===== config.mk =====
export PLATFORM = sky130hd
export DESIGN_NAME = dual_interval_timer
export DESIGN_NICKNAME = d
export VERILOG_FILES = /design/src/rtl/timer_pkg.sv /design/src/rtl/timer_aux_decode.sv /design/src/rtl/timer_core.sv /design/src/rtl/timer_read_mux.sv /design/src/rtl/dual_interval_timer.sv
export SDC_FILE = /design/constraint.sdc
export NUM_CORES = 1
export LEC_CHECK = 0
export ABC_AREA = 0
export BUFFER_PORTS_ARGS = -buffer_cell sky130_fd_sc_hd__buf_2
export CELL_PAD_IN_SITES_DETAIL_PLACEMENT = 2
export CELL_PAD_IN_SITES_GLOBAL_PLACEMENT = 2
export CORE_UTILIZATION = 25
export DETAILED_ROUTE_END_ITERATION = 12
export PLACE_DENSITY = 0.69
export SYNTH_ARGS = -nofsm -noshare
export SYNTH_HDL_FRONTEND = slang
export SYNTH_HIERARCHICAL = 1
export SYNTH_SLANG_ARGS = --single-unit

===== constraint.sdc =====
create_clock -name clk -period 3.21 [get_ports clk]
set_input_delay 0.8025 -clock clk [delete_from_list [all_inputs] [get_ports clk]]
set_output_delay 0.8025 -clock clk [all_outputs]
set_load 0.005 [all_outputs]

===== src/rtl/timer_pkg.sv =====
package timer_pkg;

  // register offsets relative to a timer's base address
  localparam int unsigned OFS_COUNT = 0;
  localparam int unsigned OFS_CTRL  = 1;
  localparam int unsigned OFS_LIMIT = 2;

  // control word bit positions
  localparam int unsigned CTL_IE_BIT   = 0;
  localparam int unsigned CTL_GATE_BIT = 1;
  localparam int unsigned CTL_PEND_BIT = 3;

  typedef struct packed {
    logic gate;   // pause while core halted
    logic ie;     // interrupt enable
  } tmr_ctl_t;

  typedef struct packed {
    logic cnt;
    logic ctl;
    logic lim;
  } tmr_sel_t;

endpackage


===== src/rtl/timer_aux_decode.sv =====
module timer_aux_decode
  import timer_pkg::*;
#(
  parameter int unsigned ADDR_W = 12,
  parameter logic [ADDR_W-1:0] BASE = '0
) (
  input  logic [ADDR_W-1:0] addr,
  input  logic              wr,
  output tmr_sel_t          sel,
  output tmr_sel_t          we
);

  localparam logic [ADDR_W-1:0] A_CNT = ADDR_W'(BASE + ADDR_W'(OFS_COUNT));
  localparam logic [ADDR_W-1:0] A_CTL = ADDR_W'(BASE + ADDR_W'(OFS_CTRL));
  localparam logic [ADDR_W-1:0] A_LIM = ADDR_W'(BASE + ADDR_W'(OFS_LIMIT));

  always_comb begin
    sel.cnt = (addr == A_CNT);
    sel.ctl = (addr == A_CTL);
    sel.lim = (addr == A_LIM);
    we.cnt  = wr & sel.cnt;
    we.ctl  = wr & sel.ctl;
    we.lim  = wr & sel.lim;
  end

endmodule


===== src/rtl/timer_core.sv =====
module timer_core
  import timer_pkg::*;
#(
  parameter int unsigned DATA_W = 32
) (
  input  logic              clk,
  input  logic              rst_n,
  input  logic              halted,
  input  tmr_sel_t          we,
  input  logic [DATA_W-1:0] wdata,
  output logic [DATA_W-1:0] cnt,
  output logic [DATA_W-1:0] ctl_word,
  output logic [DATA_W-1:0] lim,
  output logic              irq
);

  tmr_ctl_t ctl;
  logic     pend;
  logic     run;
  logic     at_lim;
  logic     hit;

  assign run    = !(ctl.gate && halted);
  assign at_lim = (cnt == lim);
  assign hit    = run && !we.cnt && at_lim;

  // count register: write beats increment, wrap at the limit
  always_ff @(posedge clk) begin
    if (!rst_n)      cnt <= '0;
    else if (we.cnt) cnt <= wdata;
    else if (hit)    cnt <= '0;
    else if (run)    cnt <= cnt + 1'b1;
  end

  always_ff @(posedge clk) begin
    if (!rst_n) begin
      ctl <= '0;
    end else if (we.ctl) begin
      ctl.ie   <= wdata[CTL_IE_BIT];
      ctl.gate <= wdata[CTL_GATE_BIT];
    end
  end

  always_ff @(posedge clk) begin
    if (!rst_n)      lim <= '1;
    else if (we.lim) lim <= wdata;
  end

  // sticky pending flag: a control write clears, a hit with enable sets
  always_ff @(posedge clk) begin
    if (!rst_n) pend <= 1'b0;
    else        pend <= (pend && !we.ctl) || (hit && ctl.ie);
  end

  always_comb begin
    ctl_word               = '0;
    ctl_word[CTL_IE_BIT]   = ctl.ie;
    ctl_word[CTL_GATE_BIT] = ctl.gate;
    ctl_word[CTL_PEND_BIT] = pend;
  end

  assign irq = pend;


  inc_step_chk: assert property (@(posedge clk) disable iff (!rst_n)
    (run && !we.cnt && !at_lim) |=> (cnt == ($past(cnt) + 1'b1)));


  wrap_zero_chk: assert property (@(posedge clk) disable iff (!rst_n)
    (run && !we.cnt && at_lim) |=> (cnt == '0));


  halt_hold_chk: assert property (@(posedge clk) disable iff (!rst_n)
    (ctl.gate && halted && !we.cnt) |=> $stable(cnt));


  pend_needs_ie_chk: assert property (@(posedge clk) disable iff (!rst_n)
    $rose(irq) |-> $past(ctl.ie));


  pend_sticky_chk: assert property (@(posedge clk) disable iff (!rst_n)
    (irq && !we.ctl) |=> irq);


  cnt_load_chk: assert property (@(posedge clk) disable iff (!rst_n)
    we.cnt |=> (cnt == $past(wdata)));

endmodule


===== src/rtl/timer_read_mux.sv =====
module timer_read_mux
  import timer_pkg::*;
#(
  parameter int unsigned N      = 2,
  parameter int unsigned DATA_W = 32
) (
  input  tmr_sel_t [N-1:0]             sel,
  input  logic     [N-1:0][DATA_W-1:0] cnt,
  input  logic     [N-1:0][DATA_W-1:0] ctl_word,
  input  logic     [N-1:0][DATA_W-1:0] lim,
  output logic            [DATA_W-1:0] rdata
);

  always_comb begin
    rdata = '0;
    for (int i = 0; i < N; i++) begin
      if (sel[i].cnt) rdata = rdata | cnt[i];
      if (sel[i].ctl) rdata = rdata | ctl_word[i];
      if (sel[i].lim) rdata = rdata | lim[i];
    end
  end

endmodule


===== src/rtl/dual_interval_timer.sv =====
module dual_interval_timer
  import timer_pkg::*;
#(
  parameter int unsigned ADDR_W  = 12,
  parameter int unsigned DATA_W  = 32,
  parameter logic [ADDR_W-1:0] T0_BASE = 12'h021,
  parameter logic [ADDR_W-1:0] T1_BASE = 12'h100
) (
  input  logic              clk,
  input  logic              rst_n,
  input  logic              core_halted,
  input  logic [ADDR_W-1:0] aux_addr,
  input  logic              aux_wr,
  input  logic [DATA_W-1:0] aux_wdata,
  output logic [DATA_W-1:0] aux_rdata,
  output logic [1:0]        timer_irq
);

  localparam int unsigned NT = 2;

  tmr_sel_t [NT-1:0]             sel;
  tmr_sel_t [NT-1:0]             we;
  logic     [NT-1:0][DATA_W-1:0] cnt;
  logic     [NT-1:0][DATA_W-1:0] ctl_word;
  logic     [NT-1:0][DATA_W-1:0] lim;

  for (genvar g = 0; g < NT; g++) begin : g_tmr
    localparam logic [ADDR_W-1:0] BASE = (g == 0) ? T0_BASE : T1_BASE;

    timer_aux_decode #(
      .ADDR_W (ADDR_W),
      .BASE   (BASE)
    ) u_dec (
      .addr (aux_addr),
      .wr   (aux_wr),
      .sel  (sel[g]),
      .we   (we[g])
    );

    timer_core #(
      .DATA_W (DATA_W)
    ) u_core (
      .clk      (clk),
      .rst_n    (rst_n),
      .halted   (core_halted),
      .we       (we[g]),
      .wdata    (aux_wdata),
      .cnt      (cnt[g]),
      .ctl_word (ctl_word[g]),
      .lim      (lim[g]),
      .irq      (timer_irq[g])
    );
  end

  timer_read_mux #(
    .N      (NT),
    .DATA_W (DATA_W)
  ) u_rmux (
    .sel      (sel),
    .cnt      (cnt),
    .ctl_word (ctl_word),
    .lim      (lim),
    .rdata    (aux_rdata)
  );


  one_reg_sel_chk: assert property (@(posedge clk) disable iff (!rst_n)
    $onehot0({sel[1].cnt, sel[1].ctl, sel[1].lim,
              sel[0].cnt, sel[0].ctl, sel[0].lim}));


  other_limit_kept_chk: assert property (@(posedge clk) disable iff (!rst_n)
    (aux_wr && !we[1].lim) |=> (lim[1] == $past(lim[1])));

endmodule


Word level (Yosys, flattened, before mapping). Cells that the tools add are included.

Logic and storage cells: 63. Register bits: 134.

Reduce and logical (&&, ||, !) cells: 18. Bitwise operators: 11. Equal/unequal tests: 10. $add $sub $neg: 2. Multiplexer cells: 12.

Operators by type and width (number): 32-bit 2-to-1 mux (12); 32-bit bitwise OR (3); 32-bit by 1-bit adder with 32-bit output (second input constant) (2); 32-bit equality test (2); 32-bit by 4-bit bitwise OR with 32-bit output (2); 12-bit by 6-bit equality test with 1-bit output (second input constant) (3); 12-bit by 9-bit equality test with 1-bit output (second input constant) (3); 1-bit logical AND (10); 1-bit bitwise AND (6); 1-bit zero test (6); 3-bit by 1-bit inequality test with 1-bit output (second input constant) (2); 1-bit logical OR (2).

Longest topological paths before layout. Gate-level depths: netlist of run 1.

Depth in word-level cells: 12. Depth in mapped cells: 10. Depth with buffers taken out: 7.

Cells and area by module. The synthesis of run 1 kept the hierarchy.

Modules (own cells, without submodules): timer_core (cells an instance 474, seq. area each 1341.3 µm², instances 2, area an instance 3913.8 µm²); timer_read_mux (cells an instance 146, seq. area each 0.0 µm², instances 1, area an instance 994.7 µm²); timer_aux_decode (g_tmr[0].u_dec) (cells an instance 14, seq. area each 0.0 µm², instances 1, area an instance 95.1 µm²); timer_aux_decode (g_tmr[1].u_dec) (cells an instance 14, seq. area each 0.0 µm², instances 1, area an instance 91.3 µm²).

Worst setup path before layout of run 1. No wires, ideal clock.

Kind: input to output. Start: in aux_addr[5]. End: out aux_rdata[3]. Required time: 2408 ps. Data arrival time: 2327 ps. Path slack: 80 ps. Stages: 6. Cell sequence: or4_1 > clkbuf_2 > nor3_1 > buf_6 > a22oi_1 > nand3_1.

RTL lines: start, declared (line dual_interval_timer.sv:12) `input logic [ADDR_W-1:0] aux_addr,`; end, declared (line dual_interval_timer.sv:15) `output logic [DATA_W-1:0] aux_rdata,`.

==> results of run 1 <==
per-stage QoR:
| step | instances | worst slack, ps | utilization (%) | hold WS (ps) | power [uW] |
|---|---|---|---|---|---|
| after global routing | 1735 | -87.50 | 32.55 | 567.1 | 4020 |
| after detailed placement | 1680 | -211.8 | 29.03 | 516.3 | 1927 |
| after CTS | 1723 | -44.87 | 31.65 | 538.9 | 3928 |
| final | 1735 | -67.79 | 32.55 | 538.6 | 3903 |
| after global placement | 1680 | -135.3 | 29.03 | 502.0 | 1923 |
| after floorplan | 1178 | 80.32 | - | 485.2 | 1837 |
worst min-delay path by stage:
stage | slack [ps] | endpoint | startpoint | depth (start not counted)
after global placement | 500 | g_tmr[1].u_core/lim[0] | g_tmr[1].u_core/lim[0] | 2
after detailed placement | 520 | g_tmr[1].u_core/lim[0] | g_tmr[1].u_core/lim[0] | 2
after floorplan | 490 | g_tmr[0].u_core/lim[0] | g_tmr[0].u_core/lim[0] | 2
final | 540 | g_tmr[1].u_core/lim[11] | g_tmr[1].u_core/lim[11] | 2
after CTS | 540 | g_tmr[1].u_core/lim[4] | g_tmr[1].u_core/lim[4] | 2
after global routing | 570 | g_tmr[0].u_core/lim[17] | g_tmr[0].u_core/lim[17] | 2
Yosys cell counts, types with 24 or more instances:
cell type / n
buf_2: 25
buf_4: 62
mux2i_1: 72
clkbuf_1: 38
o21ai_0: 54
nand3_1: 70
nand2_1: 180
nor2_1: 24
dfxtp_1: 134
nor4_1: 30
a22oi_1: 96
xor2_1: 82
cell usage in the layout, fill, tap and decap left out, types with 19 or more instances in the layout:
master / Yosys / layout
buf_4: 62 / 102
nor4_1: 30 / 26
buf_2: 25 / 74
xor2_1: 82 / 82
a22oi_2: 0 / 34
nand2_1: 180 / 180
nand3_2: 2 / 19
a22oi_1: 96 / 62
conb_1: 2 / 58
clkbuf_16: 0 / 21
dfxtp_1: 134 / 134
mux2i_1: 72 / 72
nand3_1: 70 / 53
nand4_1: 22 / 22
o21ai_0: 54 / 54
nor2_1: 24 / 24
a21oi_1: 20 / 20
power groups by stage:
stage	Clock (uW)	Sequential, uW	Combinational, uW
floorplan	0	1710	123
global placement	0	1710	209
detailed placement	0	1710	213
CTS	2030	1680	219
global route	2090	1680	251
finish	1990	1680	237
worst max-delay path, delay by kind of cell:
family                 cells  cell delay (ps)
AO/OA/AOI/OAI              1              100
buffers and inverters      4              540
AND/OR/NAND/NOR            3             1030
flip-flops by register name, summed over array words and instances, names as in the netlist:
register               count
g_tmr.u_core/irq           2
g_tmr.u_core/cnt          64
g_tmr.u_core/lim          64
g_tmr.u_core/ctl_word      4
repair_timing:
item,in CTS,in global routing
endpoints found under the hold margin,0,0
buffers inserted,7,12
gates cloned,4,5
endpoints found under the setup margin,32,32
pin swaps,22,35
resized for setup,43,47
hold buffers,0,0
layer usage:
layer / part of all wire [%] / wire (um)
met1: 45 / 18720
met2: 49 / 20480
met3: 3.2 / 1346
met4: 3.1 / 1314
met5: 0 / 0
cell families after synthesis:
| family | after synthesis | synth area share [%] |
|---|---|---|
| fa+ha+maj | 2 | 0.2777 |
| buf+inv | 150 | 9.458 |
| simple gates | 434 | 25.18 |
| xor+xnor | 100 | 9.722 |
| compound gates | 228 | 17.50 |
| mux | 72 | 8.000 |
| flops | 134 | 29.78 |
| other cells | 2 | 0.08336 |
final cells by class:
type / instances / area [sq um]
Clock inverter: 13 / 130.1
Sequential cell: 134 / 2683
Fill cell: 4001 / 23930
Multi-Input combinational cell: 894 / 6053
Inverter: 12 / 45.04
Tap cell: 461 / 576.8
Timing Repair Buffer: 202 / 1609
Clock buffer: 19 / 452.9
==> impl_metrics.csv, run 1 <==
group,metric,value,unit
detailed_routing,dr.pass1.iters,5,
global_routing,grt_antenna_before_repair,0,
clock_network,numClockSinks,134,
global_routing,grt_max_degree,42,
cells_and_area,antenna_cells,0,
synthesis,syn_inst,1122,
cells_and_area,layout-drive-gt1-share,25.82,%
die,die-width,191.8,um
synthesis,synth-async-reset-ratio,0,%
pwr,sw_frac_of_total,25.10,%
die,die_h,191.8,um
pwr,switchingPower,979.4,uW
die,die_area,36800,sq um
global_routing,track_usage,21.77,%
setup_path,rrSetupSlack,440,ps
pwr,p_leak,0.004435,uW
clock_network,clock-root-buffer,"clkbuf_16",
setup_path,critical_path_class,"in2out",
synthesis,yosys-top-cells-area,"dfxtp_1 30%, mux2i_1 8.0%, a22oi_1 8.0%, xor2_1 8.0%, nand2_1 7.5%",
setup_path,start_kind,"input pin",
synthesis,synth_top_cell_by_area,"dfxtp_1",
cells_and_area,area_delta_synth_final,28.21,%
global_routing,gr-total-overflow,0,
die,initial_core_util,25.39,%
detailed_routing,via_per_inst,5.232,
global_routing,grt_pass1_wl,59070,um
detailed_routing,totalWireLength,41860,um
setup_path,r2r_cells,8,
global_routing,met2_usage,36.17,%
die,core_area,35480,sq um
cells_and_area,stdcell_area,11550,sq um
synthesis,synth.distinct_cells,57,
synthesis,synth-edff-count,0,
clock_network,htreeDepth,4,
setup_path,worstSetupEndpoint,"aux_rdata[16]",
detailed_routing,vias,9077,
clock_network,cts_buffer_depth,2,
setup_path,critical_path.max_stage_delay,610,ps
sta,drv_slew,0,
pwr,power_frac_seq,43.0,%
synthesis,seq_area_frac_synth,29.78,%
sta,period_share,102.1,%
setup_path,r2r_end,"g_tmr[0].u_core/cnt[3]",
setup_path,crit_fanout,8,
detailed_routing,avgRoutedWirePerCell,24.13,um
setup_path,cp_data_required_time,2410,ps
global_routing,met1_usage,28.64,%
status,violations,"setup timing",
detailed_routing,final_antenna_net_count,0,
place,dpl_cell_area,10300,sq um
clock_network,clkTransAtPathRegs,60,ps
sta,min_period,3278,ps
setup_path,arrival,2480,ps
die,rows,69,
global_routing,grt_pass1_vias,9412,
setup_path,worstSetupEndpointType,"output port",
clock_network,clk_latency,430,ps
pwr,ir_drop,0.3612,mV
synthesis,yosysTopAreaCellShare,29.78,%
global_routing,top_usage_layer,"met2",
setup_path,timing.rr.start,"g_tmr[0].u_core/cnt[29]",
sta,maxSlewHeadroom,40.00,%
worst_hold_path,hold_path_class,"reg2reg",
sta,fmax,305.1,MHz
detailed_routing,dr.first_iter.drc_count,549,
run,maxCapViolCount,0,
place,dp_hpwl,29400,um
sta,setup_tns,-937.1,ps
synthesis,syn_area,9009,sq um
pwr,intPower,2923,uW
pwr,power_frac_comb,6.1,%
status,status,"finished, violations left",
cells_and_area,fin_nets,1311,
synthesis,synth-main-ff-cell,"dfxtp_1",
sta,tightest_slew,895.1,ps
synthesis,synth.avg_cell_area,8.029,sq um
place,io_buffers,81,
sta,setup_viol_count_final,30,
pwr,power_density,337.9,nW/um^2
sta,hold_viol,0,
sta,grt_setup_unrepaired,"true",
global_routing,grtUsageMet3,2.613,%
setup_path,critical_path.most_common_cell,"buf_6",
setup_path,startpoint,"aux_addr[4]",
sta,setup_slack,-67.79,ps
sta,clock-skew-final,10.39,ps
clock_network,cts_tree,"built",
die,ios,82,
setup_path,crit_chain,"buf_6 -> or4b_4 -> nor3_4 -> buf_6 -> buf_12 -> a22oi_1 -> nand3_2 -> buf_2",
pwr,clkPwrFrac,51.0,%
detailed_routing,drc_errors,0,
synthesis,synth_warnings,6,
place,routabilityCongestion,0.8233,
setup_path,cpMaxStageDelayCell,"or4b_4",
clock_network,cts_made_buffers,17,
synthesis,synth-seq-cells,134,
Power figures use the tool's default switching activity.
==> inputs of run 2 (changes only) <==
==> constraint.sdc (replaced) <==
create_clock -name clk -period 3.21 [get_ports clk]
set_input_delay 0.642 -clock clk [delete_from_list [all_inputs] [get_ports clk]]
set_output_delay 0.642 -clock clk [all_outputs]
set_load 0.005 [all_outputs]
==> impl_metrics.csv, run 2 (synthesis results as in run 1) <==
group,metric,value,unit
status,status,"finished, violations left",
status,violations,"DRC",
cells_and_area,area_delta_synth_final,20.00,%
setup_path,start_kind,"input pin",
global_routing,gr-total-overflow,0,
clock_network,cts_buffer_depth,2,
pwr,power_frac_seq,40.0,%
pwr,switchingPower,988.7,uW
sta,setup_viol_count_final,0,
setup_path,critical_path_class,"in2out",
detailed_routing,via_per_inst,5.161,
sta,drv_slew,0,
setup_path,critical_path.max_stage_delay,690,ps
setup_path,crit_family,"simple AND/OR/NAND/NOR gates",
clock_network,postCtsSetupBuffers,0,
setup_path,critical_path.most_common_cell,"buf_2",
sta,maxSlewHeadroom,35.34,%
setup_path,arrival,2480,ps
die,die_h,191.8,um
global_routing,grt_pass1_vias,9143,
detailed_routing,vias,8743,
pwr,sw_frac_of_total,23.59,%
place,io_buffers,81,
pwr,power_frac_comb,5.0,%
cells_and_area,regArea,2683,sq um
cells_and_area,fin_nets,1270,
detailed_routing,drc_errors,2,
sta,min_period,3121,ps
worst_hold_path,hold_path_class,"in2reg",
sta,tightest_slew,964.6,ps
detailed_routing,dr.first_iter.drc_count,570,
die,die_area,36800,sq um
place,dp_hpwl,28750,um
pwr,power_density,387.7,nW/um^2
die,initial_core_util,25.39,%
die,die-width,191.8,um
clock_network,cts_made_buffers,17,
cells_and_area,multi_input_area,5739,sq um
setup_path,cp_data_required_time,2570,ps
sta,hold_viol,0,
die,core_area,35480,sq um
clock_network,cts_resized,0,
clock_network,clkTransAtPathRegs,60,ps
setup_path,worstSetupEndpointType,"output port",
pwr,ir_drop,0.3853,mV
clock_network,clock-root-buffer,"clkbuf_16",
place,dpl_cell_area,10140,sq um
sta,fmax,320.4,MHz
detailed_routing,final_antenna_net_count,0,
pwr,clkPwrFrac,55.0,%
setup_path,path_buf_inv,3,
sta,setup_tns,0,ps
global_routing,grt_max_degree,49,
run,maxCapViolCount,0,
place,routabilityCongestion,0.8454,
global_routing,grt_antenna_before_repair,0,
detailed_routing,avgRoutedWirePerCell,22.41,um
global_routing,grt_pass1_wl,57880,um
clock_network,htreeDepth,4,
clock_network,postCtsHoldBufs,0,
detailed_routing,totalWireLength,37960,um
clock_network,numClockSinks,134,
clock_network,clk_latency,440,ps
detailed_routing,dr.pass1.iters,9,
setup_path,cpMaxStageDelayCell,"or4b_1",
die,rows,69,
pwr,p_leak,0.004007,uW
cells_and_area,stdcell_area,10810,sq um
cells_and_area,fillers,4072,
die,ios,82,
cells_and_area,final_common_cell,"nand2_1",
setup_path,crit_chain,"buf_2 -> or4b_1 -> nor3_2 -> buf_12 -> a22oi_1 -> nand3_1 -> buf_2",
global_routing,track_usage,21.19,%
cells_and_area,antenna_cells,0,
pwr,intPower,3202,uW
clock_network,cts_tree,"built",
sta,period_share,97.23,%
setup_path,crit_fanout,32,
cells_and_area,layout_common_cells,"180 x nand2_1, 134 x dfxtp_1, 96 x a22oi_1",
sta,clock-skew-final,11.19,ps
cells_and_area,layout-drive-gt1-share,18.57,%
sta,grt_setup_unrepaired,"false",
[run 2: changes by cell type in the layout (fill, tap and decap cells not counted), sizes merged]
cell	change
buf	-37
bufinv	+4
clkbuf	-4
clkinv	-2
clkinvlp	-1
inv	-1
[run 2: area by class of cell]
| cell class | count | share of cell area [%] |
|---|---|---|
| Clock inverter | 13 | 2.106 |
| Timing Repair Buffer | 161 | 10.14 |
| Sequential cell | 134 | 24.81 |
| Clock buffer | 19 | 4.097 |
| Tap cell | 461 | 5.336 |
| Multi-Input combinational cell | 894 | 53.09 |
| Inverter | 12 | 0.4167 |
[run 2: metal layers]
layer / vias to the layer above / track usage (%) / wire length (um)
li1: 4122 / - / -
met1: 4419 / 28.96 / 18150
met2: 160 / 34.03 / 17580
met3: 42 / 2.649 / 1298
met4: 0 / 7.418 / 933
met5: - / 0 / 0
[run 2: power groups by stage]
stage | clock [uW] | sequential [uW] | combinational [uW]
floorplan | 0 | 1710 | 123
global placement | 0 | 1710 | 199
detailed placement | 0 | 1710 | 202
CTS | 2350 | 1680 | 203
global route | 2410 | 1680 | 221
finish | 2310 | 1680 | 208
[run 2: final timing paths]
kind                      startpoint                 endpoint  slack [ps]  cells past startpoint
max reg2reg  g_tmr[0].u_core/cnt[19]   g_tmr[0].u_core/cnt[3]         430                      7
min                     aux_wdata[7]   g_tmr[0].u_core/cnt[7]         510                      3
max                      aux_addr[4]            aux_rdata[20]          90                      7
min reg2reg  g_tmr[0].u_core/lim[31]  g_tmr[0].u_core/lim[31]         530                      2
[run 2: per-stage QoR]
step	total power [uW]	std cells	hold slack (ps)	worst slack, ps	utilization [%]
after floorplan	1837	1178	485.2	401.3	-
after global placement	1913	1662	500.6	51.37	28.58
after detailed placement	1916	1662	515.9	27.13	28.58
after CTS	4228	1694	501.6	119.2	30.47
after global routing	4307	1694	505.0	40.79	30.47
final	4191	1694	514.5	88.96	30.47
[run 2: worst reg2reg max path: stages, from the launching register on]
cell     delay (ps)
dfxtp_1         520
xor2_1          120
nor4_1          400
nand4_1         180
nor3_2          800
buf_4           330
a21oi_1          60
a211o_1         260
